File: config.mk
export PLATFORM = sky130hd
export DESIGN_NAME = start_addr_check
export DESIGN_NICKNAME = d
export VERILOG_FILES = /design/src/rtl/start_chk_pkg.sv /design/src/rtl/start_cache_window.sv /design/src/rtl/start_map_class.sv /design/src/rtl/start_step_calc.sv /design/src/rtl/start_addr_check.sv
export SDC_FILE = /design/constraint.sdc
export NUM_CORES = 1
export LEC_CHECK = 0
export BUFFER_PORTS_ARGS = -buffer_cell sky130_fd_sc_hd__buf_2
export CAP_MARGIN = 5
export CORE_AREA = 3 3 84 86
export CTS_BUF_LIST = sky130_fd_sc_hd__clkbuf_4 sky130_fd_sc_hd__clkbuf_8
export CTS_CLUSTER_SIZE = 10
export DETAILED_ROUTE_END_ITERATION = 8
export DIE_AREA = 0 0 87 89
export PLACE_DENSITY = 0.77
export SETUP_SLACK_MARGIN = 0.1
export SYNTH_ARGS = -nofsm -noshare
export SYNTH_HDL_FRONTEND = slang
export SYNTH_HIERARCHICAL = 1
export SYNTH_SLANG_ARGS = --single-unit
File: constraint.sdc
create_clock -name clk -period 2.9 [get_ports clk]
set_clock_uncertainty 0.1 [all_clocks]
set_input_delay 0.58 -clock clk [delete_from_list [all_inputs] [get_ports clk]]
set_output_delay 0.58 -clock clk [all_outputs]
set_load 0.05 [all_outputs]
File: src/rtl/start_chk_pkg.sv
package start_chk_pkg;
    localparam int BANK_W = 8;
    localparam int PC_W   = 16;
    localparam int MODE_W = 8;
    localparam int OP_W   = 8;
    localparam int GAP_W  = 8;
    localparam int ILL_W  = BANK_W + GAP_W + PC_W;

    typedef enum logic [1:0] {
        FLT_OK      = 2'd0,
        FLT_HOLE    = 2'd1,
        FLT_RAM_OFF = 2'd2,
        FLT_ROM_OFF = 2'd3
    } fault_e;

    typedef struct packed {
        logic               ok;
        fault_e             fault;
        logic [ILL_W-1:0]   ill;
        logic [PC_W-1:0]    step;
    } result_t;
endpackage

File: src/rtl/start_cache_window.sv
module start_cache_window
    import start_chk_pkg::*;
#(
    parameter int CACHE_BYTES = 512
) (
    input  logic            cache_on,
    input  logic [PC_W-1:0] cache_base,
    input  logic [PC_W-1:0] pc,
    output logic            hit
);
    localparam int SUM_W = PC_W + 1;
    logic [SUM_W-1:0] top_excl;
    always_comb begin
        top_excl = {1'b0, cache_base} + SUM_W'(CACHE_BYTES);
        hit      = cache_on && (pc >= cache_base) && ({1'b0, pc} < top_excl);
    end
endmodule

File: src/rtl/start_map_class.sv
module start_map_class
    import start_chk_pkg::*;
#(
    parameter int RAM_OWN_BIT = 3,
    parameter int ROM_OWN_BIT = 4,
    parameter logic [BANK_W-1:0] LOW_BANK_LIM = 8'h40,
    parameter logic [PC_W-1:0]   LOW_PC_LIM   = 16'h8000,
    parameter logic [BANK_W-1:0] GAP_LO       = 8'h60,
    parameter logic [BANK_W-1:0] GAP_HI       = 8'h6F,
    parameter logic [BANK_W-1:0] RAM_LO       = 8'h70,
    parameter logic [BANK_W-1:0] RAM_HI       = 8'h73
) (
    input  logic [BANK_W-1:0] bank,
    input  logic [PC_W-1:0]   pc,
    input  logic [MODE_W-1:0] mode,
    output fault_e            fault
);
    logic low_hole, gap_hole, high_hole, is_ram;
    always_comb begin
        low_hole  = (bank < LOW_BANK_LIM) && (pc < LOW_PC_LIM);
        gap_hole  = (bank >= GAP_LO) && (bank <= GAP_HI);
        high_hole = (bank > RAM_HI);
        is_ram    = (bank >= RAM_LO) && (bank <= RAM_HI);
        if (low_hole || gap_hole || high_hole)
            fault = FLT_HOLE;
        else if (is_ram)
            fault = mode[RAM_OWN_BIT] ? FLT_OK : FLT_RAM_OFF;
        else
            fault = mode[ROM_OWN_BIT] ? FLT_OK : FLT_ROM_OFF;
    end
endmodule

File: src/rtl/start_step_calc.sv
module start_step_calc
    import start_chk_pkg::*;
(
    input  logic [PC_W-1:0] pc,
    input  logic [OP_W-1:0] op,
    output logic [PC_W-1:0] step
);
    logic [1:0] len;
    always_comb begin
        if (op >= 8'hF0)
            len = 2'd3;
        else if ((op >= 8'h05 && op <= 8'h0F) || (op >= 8'hA0 && op <= 8'hAF))
            len = 2'd2;
        else
            len = 2'd1;
        step = pc + PC_W'(len);
    end
endmodule

File: src/rtl/start_addr_check.sv
module start_addr_check
    import start_chk_pkg::*;
#(
    parameter int CACHE_BYTES = 512,
    parameter int RAM_OWN_BIT = 3,
    parameter int ROM_OWN_BIT = 4
) (
    input  logic              clk,
    input  logic              rst_n,
    input  logic              chk_req,
    input  logic [BANK_W-1:0] bank,
    input  logic [PC_W-1:0]   pc,
    input  logic              cache_on,
    input  logic [PC_W-1:0]   cache_base,
    input  logic [MODE_W-1:0] mode,
    input  logic [OP_W-1:0]   pipe_op,
    output logic              start_ok,
    output logic [1:0]        fault,
    output logic [ILL_W-1:0]  illegal_addr,
    output logic [PC_W-1:0]   step_point
);
    logic      cache_hit;
    fault_e    map_fault;
    logic [PC_W-1:0] step_nxt;
    result_t   res_d, res_q;

    start_cache_window #(.CACHE_BYTES(CACHE_BYTES)) u_win (
        .cache_on(cache_on), .cache_base(cache_base), .pc(pc), .hit(cache_hit)
    );

    start_map_class #(.RAM_OWN_BIT(RAM_OWN_BIT), .ROM_OWN_BIT(ROM_OWN_BIT)) u_map (
        .bank(bank), .pc(pc), .mode(mode), .fault(map_fault)
    );

    start_step_calc u_step (.pc(pc), .op(pipe_op), .step(step_nxt));

    always_comb begin
        res_d = res_q;
        if (chk_req) begin
            res_d.fault = cache_hit ? FLT_OK : map_fault;
            res_d.ok    = (res_d.fault == FLT_OK);
            res_d.ill   = res_d.ok ? '0 : {bank, GAP_W'(0), pc};
            res_d.step  = step_nxt;
        end
    end

    always_ff @(posedge clk) begin
        if (!rst_n) res_q <= '0;
        else        res_q <= res_d;
    end

    assign start_ok     = res_q.ok;
    assign fault        = res_q.fault;
    assign illegal_addr = res_q.ill;
    assign step_point   = res_q.step;


    cache_wins_chk: assert property (@(posedge clk) disable iff (!rst_n)
        chk_req && cache_hit |=> start_ok);


    gap_bank_chk: assert property (@(posedge clk) disable iff (!rst_n)
        chk_req && !cache_hit && bank >= 8'h60 && bank <= 8'h6F |=> fault == FLT_HOLE);


    ram_gate_chk: assert property (@(posedge clk) disable iff (!rst_n)
        chk_req && !cache_hit && bank >= 8'h70 && bank <= 8'h73 && !mode[RAM_OWN_BIT]
        |=> !start_ok && fault == FLT_RAM_OFF);


    packed_addr_chk: assert property (@(posedge clk) disable iff (!rst_n)
        chk_req |=> (start_ok ? (illegal_addr == '0)
                              : (illegal_addr == {$past(bank), GAP_W'(0), $past(pc)})));


    step_len_chk: assert property (@(posedge clk) disable iff (!rst_n)
        chk_req |=> (PC_W'(step_point - $past(pc)) >= 16'd1) &&
                    (PC_W'(step_point - $past(pc)) <= 16'd3));


    hold_chk: assert property (@(posedge clk) disable iff (!rst_n)
        !chk_req |=> $stable(start_ok) && $stable(fault) &&
                     $stable(illegal_addr) && $stable(step_point));
endmodule

After elaboration in Yosys (flattened, before gate mapping)
Cells that the tools add are included.

storage, ports and cells
  register bits after elaboration = 51
  input port bits = 60
  output and inout bits = 51
  word-level logic and storage cells = 39

cells by class
  add/subtract/negate cells = 2
  magnitude comparators = 14
  mux-type cells = 8
  reductions and logical operators = 11

operators with widths
  cell                      number
  $mux W32                  1
  $add A16 B10 Y17 const B  1
  $lt A16 B17 Y1            1
  $add A16 B2 Y16           1
  $ge A16 B16 Y1            1
  $ge A8 B7 Y1 const B      2
  $ge A8 B8 Y1 const B      2
  $le A8 B7 Y1 const B      2
  $lt A16 B16 Y1 const B    1
  $mux W2                   7
  $ge A8 B3 Y1 const B      1
  $gt A8 B7 Y1 const B      1
  $le A8 B4 Y1 const B      1
  $le A8 B8 Y1 const B      1
  $lt A8 B7 Y1 const B      1
  $logic_and A1 B1 Y1       7
  $logic_or A1 B1 Y1        3
  $logic_not A2 Y1          1

Depth between registers and ports, before layout
  depth after elaboration = 8
  gate-level depth with buffers = 12

Hierarchy
Netlist, hierarchy kept.

modules (own cells, without submodules)
  module              times used  cells each  area an instance (µm²)  sequential area each (µm²)
  start_addr_check    1           157         1769.2                  860.8
  start_cache_window  1           98          739.5                   0.0
  start_step_calc     1           47          350.3                   0.0
  start_map_class     1           10          70.1                    0.0

Worst setup path before layout
OpenSTA, ideal clock, no wires.

  path type = input -> register
  start = input cache_base[9]
  end = register res_q (netlist bit illegal_addr[25])
  setup time = 139 ps
  data arrival time = 2737 ps
  setup slack = -76 ps
  stages = 12
  buffers on the path = 1
  cell sequence = ha_1 -> and3_1 -> nand3_1 -> xnor2_1 -> ha_1 -> and3_4 -> a221oi_2 -> a21oi_1 -> a311oi_2 -> o21bai_4 -> buf_2 -> a211oi_1

on the way
  cells in the longest elaborated chain, start to end = 6
  elaborated cells on any way between the ends = 8

ends and longest elaborated chain
  element                                                RTL line                                            text
  start, declared                                        start_addr_check.sv:14                              input logic [PC_W-1:0] cache_base,
  $add A16 B10 Y17 or $ge A16 B16 Y1 (tied branches)     start_cache_window.sv:14, start_cache_window.sv:15
  $lt A16 B17 Y1 or $logic_and A1 B1 Y1 (tied branches)  start_cache_window.sv:15                            hit = cache_on && (pc >= cache_base) && ({1'b0, pc} < top_excl);
  $logic_and A1 B1 Y1 *                                  start_cache_window.sv:15
  named net cache_hit                                    start_addr_check.sv:22                              logic cache_hit;
  $mux W2 *                                              start_addr_check.sv:40                              res_d.fault = cache_hit ? FLT_OK : map_fault;
  $logic_not A2 Y1 *                                     start_addr_check.sv:41                              res_d.ok = (res_d.fault == FLT_OK);
  $mux W32 *                                             start_addr_check.sv:42                              res_d.ill = res_d.ok ? '0 : {bank, GAP_W'(0), pc};
  end signal, assigned                                   start_addr_check.sv:49                              else res_q <= res_d;
  end, declared                                          start_addr_check.sv:25                              result_t res_d, res_q;

The timed path passes the listed nets; every way through them passes the cells marked *.
A chain may end at the register's enable or synchronous reset.

Worst setup path in the final report
  start = input cache_base[10]
  end = register res_q (netlist bit illegal_addr[26])

Same word-level chain as after synthesis.

==> flow_metrics.py <==
metrics = {
    "pwr": {
        "p_leak_nw": 1.84,
        "switching_power_uw": 616,
        "swShare": 0.358,
        "p_comb_frac": 0.342,
        "power_density_mw_per_mm2": 457,
        "peakVddDrop_v": 0.000254,
        "p_clk_frac": 0.282,
        "internal_power_mw": 1.11,
        "power_frac_seq": 0.376,
    },
    "placement": {
        "placed_area_mm2": 0.00356,
        "io_buffers": 96,
        "dp_hpwl_um": 5390,
        "gp_congestion": 0.904,
        "dp_cells": 488,
    },
    "clock_network": {
        "clockRootBuffer": "clkbuf_8",
        "post_cts_buffers": 0,
        "htreeDepth": 2,
        "clk_pin_slew_ps": 90,
        "cts_made_buffers": 5,
        "cts_tree": "built",
        "clock_latency_ps": 290,
        "cts_buffer_depth": 2,
        "clock_sinks": 43,
    },
    "worst_setup_path": {
        "timing.rr.end": "illegal_addr[7]$_SDFFE_PN0P_",
        "critical_path_class": "primary input to flop",
        "r2r_slack_ps": 2060,
        "worstPathRequired_ps": 2970,
        "endpoint_kind": "flop",
        "reg2regPathDepth": 2,
        "critPathArrivalTime_ps": 2880,
        "critPathLaunchType": "primary input",
        "critical_path.max_fanout": 5,
        "rr_startpoint": "illegal_addr[7]$_SDFFE_PN0P_",
    },
    "cells_and_area": {
        "final_area_mm2": 0.00377,
        "drive_gt1_frac": 0.364,
        "nNetsFinal": 506,
        "antenna_cells": 0,
        "syn_to_final_growth_pct": 28.8,
        "nFillCells": 560,
        "multi_input_area_mm2": 0.00191,
        "instances_no_fill": 497,
        "seqCellArea_um2": 861,
    },
    "synthesis": {
        "synthCells": 312,
        "synth_edf_count": 0,
        "yosys_warnings": 6,
        "syn_area_mm2": 0.00293,
        "ys_types": 51,
        "ys_dominant_reg_cell": "dfxtp_1",
        "synthArstFlopShare": 0,
        "synth_area_per_cell_um2": 9.39,
        "ys_ff_latch": 43,
        "seq_area_frac_synth": 0.294,
    },
    "floorplanning": {
        "die_w_um": 87,
        "core_mm2": 0.00635,
        "die_h_um": 89,
        "initial_core_util": 0.461,
        "io_pins": 111,
        "dieArea_mm2": 0.00774,
        "rows": 29,
    },
    "sta": {
        "final_max_slew_viol_count": 0,
        "finalSetupViolCount": 0,
        "rsz0062_at_grt": "yes",
        "holdWs_ps": 377,
        "fin_crit_ps": 2810,
        "hold_viol_final": 0,
        "fin_crit_sh": 0.968,
        "max_freq_mhz": 356,
    },
    "global_route": {
        "grt_max_degree": 71,
        "grt_antenna_before_repair": 0,
        "grt.met2_usage": 0.329,
        "grt_pass1_vias": 2482,
        "gr-usage-met1": 0.226,
        "busiest_layer": "met2",
        "globalRouteTotalUtil": 0.182,
        "grt_pass1_wl_um": 11300,
        "grt-ovfl-total": 0,
        "grt.met3_usage": 0.0240,
    },
    "min_path": {
        "hold_depth": 2,
        "hold_path_class": "flop to flop",
        "hold-path-endpoint": "fault[1]$_SDFFE_PN0P_",
        "hold_path_startpoint": "fault[1]$_SDFFE_PN0P_",
    },
    "detailed_routing": {
        "routed_wl_um": 7200,
        "num_vias": 2584,
        "viasPerCell": 5.20,
        "wl_per_cell_um": 14.5,
        "drtIter0Drc": 88,
        "first_pass_iters": 4,
        "route.antenna.remaining_nets": 0,
        "drc_errors": 0,
    },
    "run_status": {
        "outcome": "completed",
    },
    "flow_run": {
        "max_cap_viol_count": 0,
    },
}
==> cell usage after synthesis, types with 2 or more instances <==
| master | number | area (um^2) |
|---|---|---|
| a21oi_1 | 14 | 70.1 |
| buf_2 | 3 | 15.0 |
| ha_1 | 26 | 325 |
| clkbuf_1 | 5 | 18.8 |
| a211o_1 | 2 | 17.5 |
| xnor2_1 | 15 | 131 |
| nand3_1 | 10 | 50.1 |
| a211oi_2 | 4 | 50.1 |
| o21ai_0 | 5 | 25.0 |
| nor3_1 | 2 | 10.0 |
| nand4_1 | 5 | 31.3 |
| nor2b_1 | 4 | 25.0 |
| nand2b_1 | 3 | 18.8 |
| inv_1 | 18 | 67.6 |
| nor2_1 | 23 | 86.3 |
| nand3b_1 | 3 | 22.5 |
| a21o_1 | 4 | 30.0 |
| buf_8 | 2 | 30.0 |
| a211oi_1 | 21 | 158 |
| buf_4 | 10 | 75.1 |
| inv_2 | 2 | 7.51 |
| nand2_1 | 16 | 60.1 |
| nor3_2 | 2 | 20.0 |
| xor2_1 | 4 | 35.0 |
| dfxtp_1 | 43 | 861 |
| and3_4 | 2 | 22.5 |
| mux2i_1 | 40 | 400 |
==> flip-flops by register name, indices dropped and copies added (netlist names) <==
name	cells
illegal_addr	24
step_point	16
fault	2
start_ok	1
==> layout by cell type, fill, tap and decap left out, drive strengths merged, types with 8 or more instances in the layout <==
master    n
nor2     24
buf     114
a21oi    14
nand2    17
dfxtp    43
conb      8
inv      21
xnor2    15
mux2i    40
a211oi   25
nand3    10
ha       26
==> critical path, cell delays in order <==
cell,delay (ps)
buf_8,100
ha_4,150
and3_4,160
xnor2_1,190
ha_1,280
and3_4,210
a221oi_4,280
a21oi_2,90
a311oi_2,310
o21bai_4,250
clkbuf_16,220
a211oi_2,60
==> final cells by class <==
class | count | area share
Clock buffer | 5 | 0.0182
Clock inverter | 3 | 0.0126
Inverter | 21 | 0.0209
Multi-Input combinational cell | 233 | 0.507
Sequential cell | 43 | 0.228
Tap cell | 77 | 0.0255
Timing Repair Buffer | 115 | 0.187
==> cell families after synthesis <==
kind of cell    share of synthesized area
fa+ha+maj                           0.118
simple gates                        0.147
flops                               0.294
buf+inv                            0.0850
mux                                 0.137
xor+xnor                           0.0568
compound gates                      0.162
other cells                       0.00128
==> through the flow <==
stage	power (mW)	util	setup slack (ps)	TNS, ps
after floorplan	1.06	-	118	0
after global placement	1.22	0.561	-143	-3300
after detailed placement	1.23	0.561	-200	-4640
after CTS	1.72	0.579	107	0
after global routing	1.81	0.594	-41.6	-405
final	1.72	0.594	92.6	0
==> metal layers <==
layer  part of all wire  vias to the layer above
li1                   -                     1318
met1               0.44                     1179
met2               0.49                       83
met3              0.056                        4
met4             0.0079                        0
met5                  0                        -
==> power by group through the flow <==
stage                     Sequential (mW)  Combinational [mW]  Clock (mW)
after detailed placement            0.662               0.566           0
final                               0.649               0.589       0.485
after floorplan                     0.799               0.264           0
after global placement              0.661               0.554           0
after global routing                0.654               0.636       0.523
after CTS                           0.649               0.568       0.503
==> worst max-delay path by stage <==
stage | startpoint | to | slack, ps | cells after the start
2_1_floorplan | cache_base[9] | illegal_addr[25]$_SDFFE_PN0P_ | 120 | 12
6_report | cache_base[10] | illegal_addr[26]$_SDFFE_PN0P_ | 90 | 12
3_3_place_gp | cache_base[9] | illegal_addr[8]$_SDFFE_PN0P_ | -140 | 13
5_1_grt | cache_base[10] | illegal_addr[26]$_SDFFE_PN0P_ | -40 | 12
4_1_cts | cache_base[9] | illegal_addr[7]$_SDFFE_PN0P_ | 110 | 13
3_5_place_dp | cache_base[9] | illegal_addr[30]$_SDFFE_PN0P_ | -200 | 13
==> repair_timing <==
action	4_1_cts	5_1_grt
resized for setup	0	13
setup endpoints to repair	0	25
hold buffers	0	0
No activity file was read; power rests on OpenSTA's default activity.
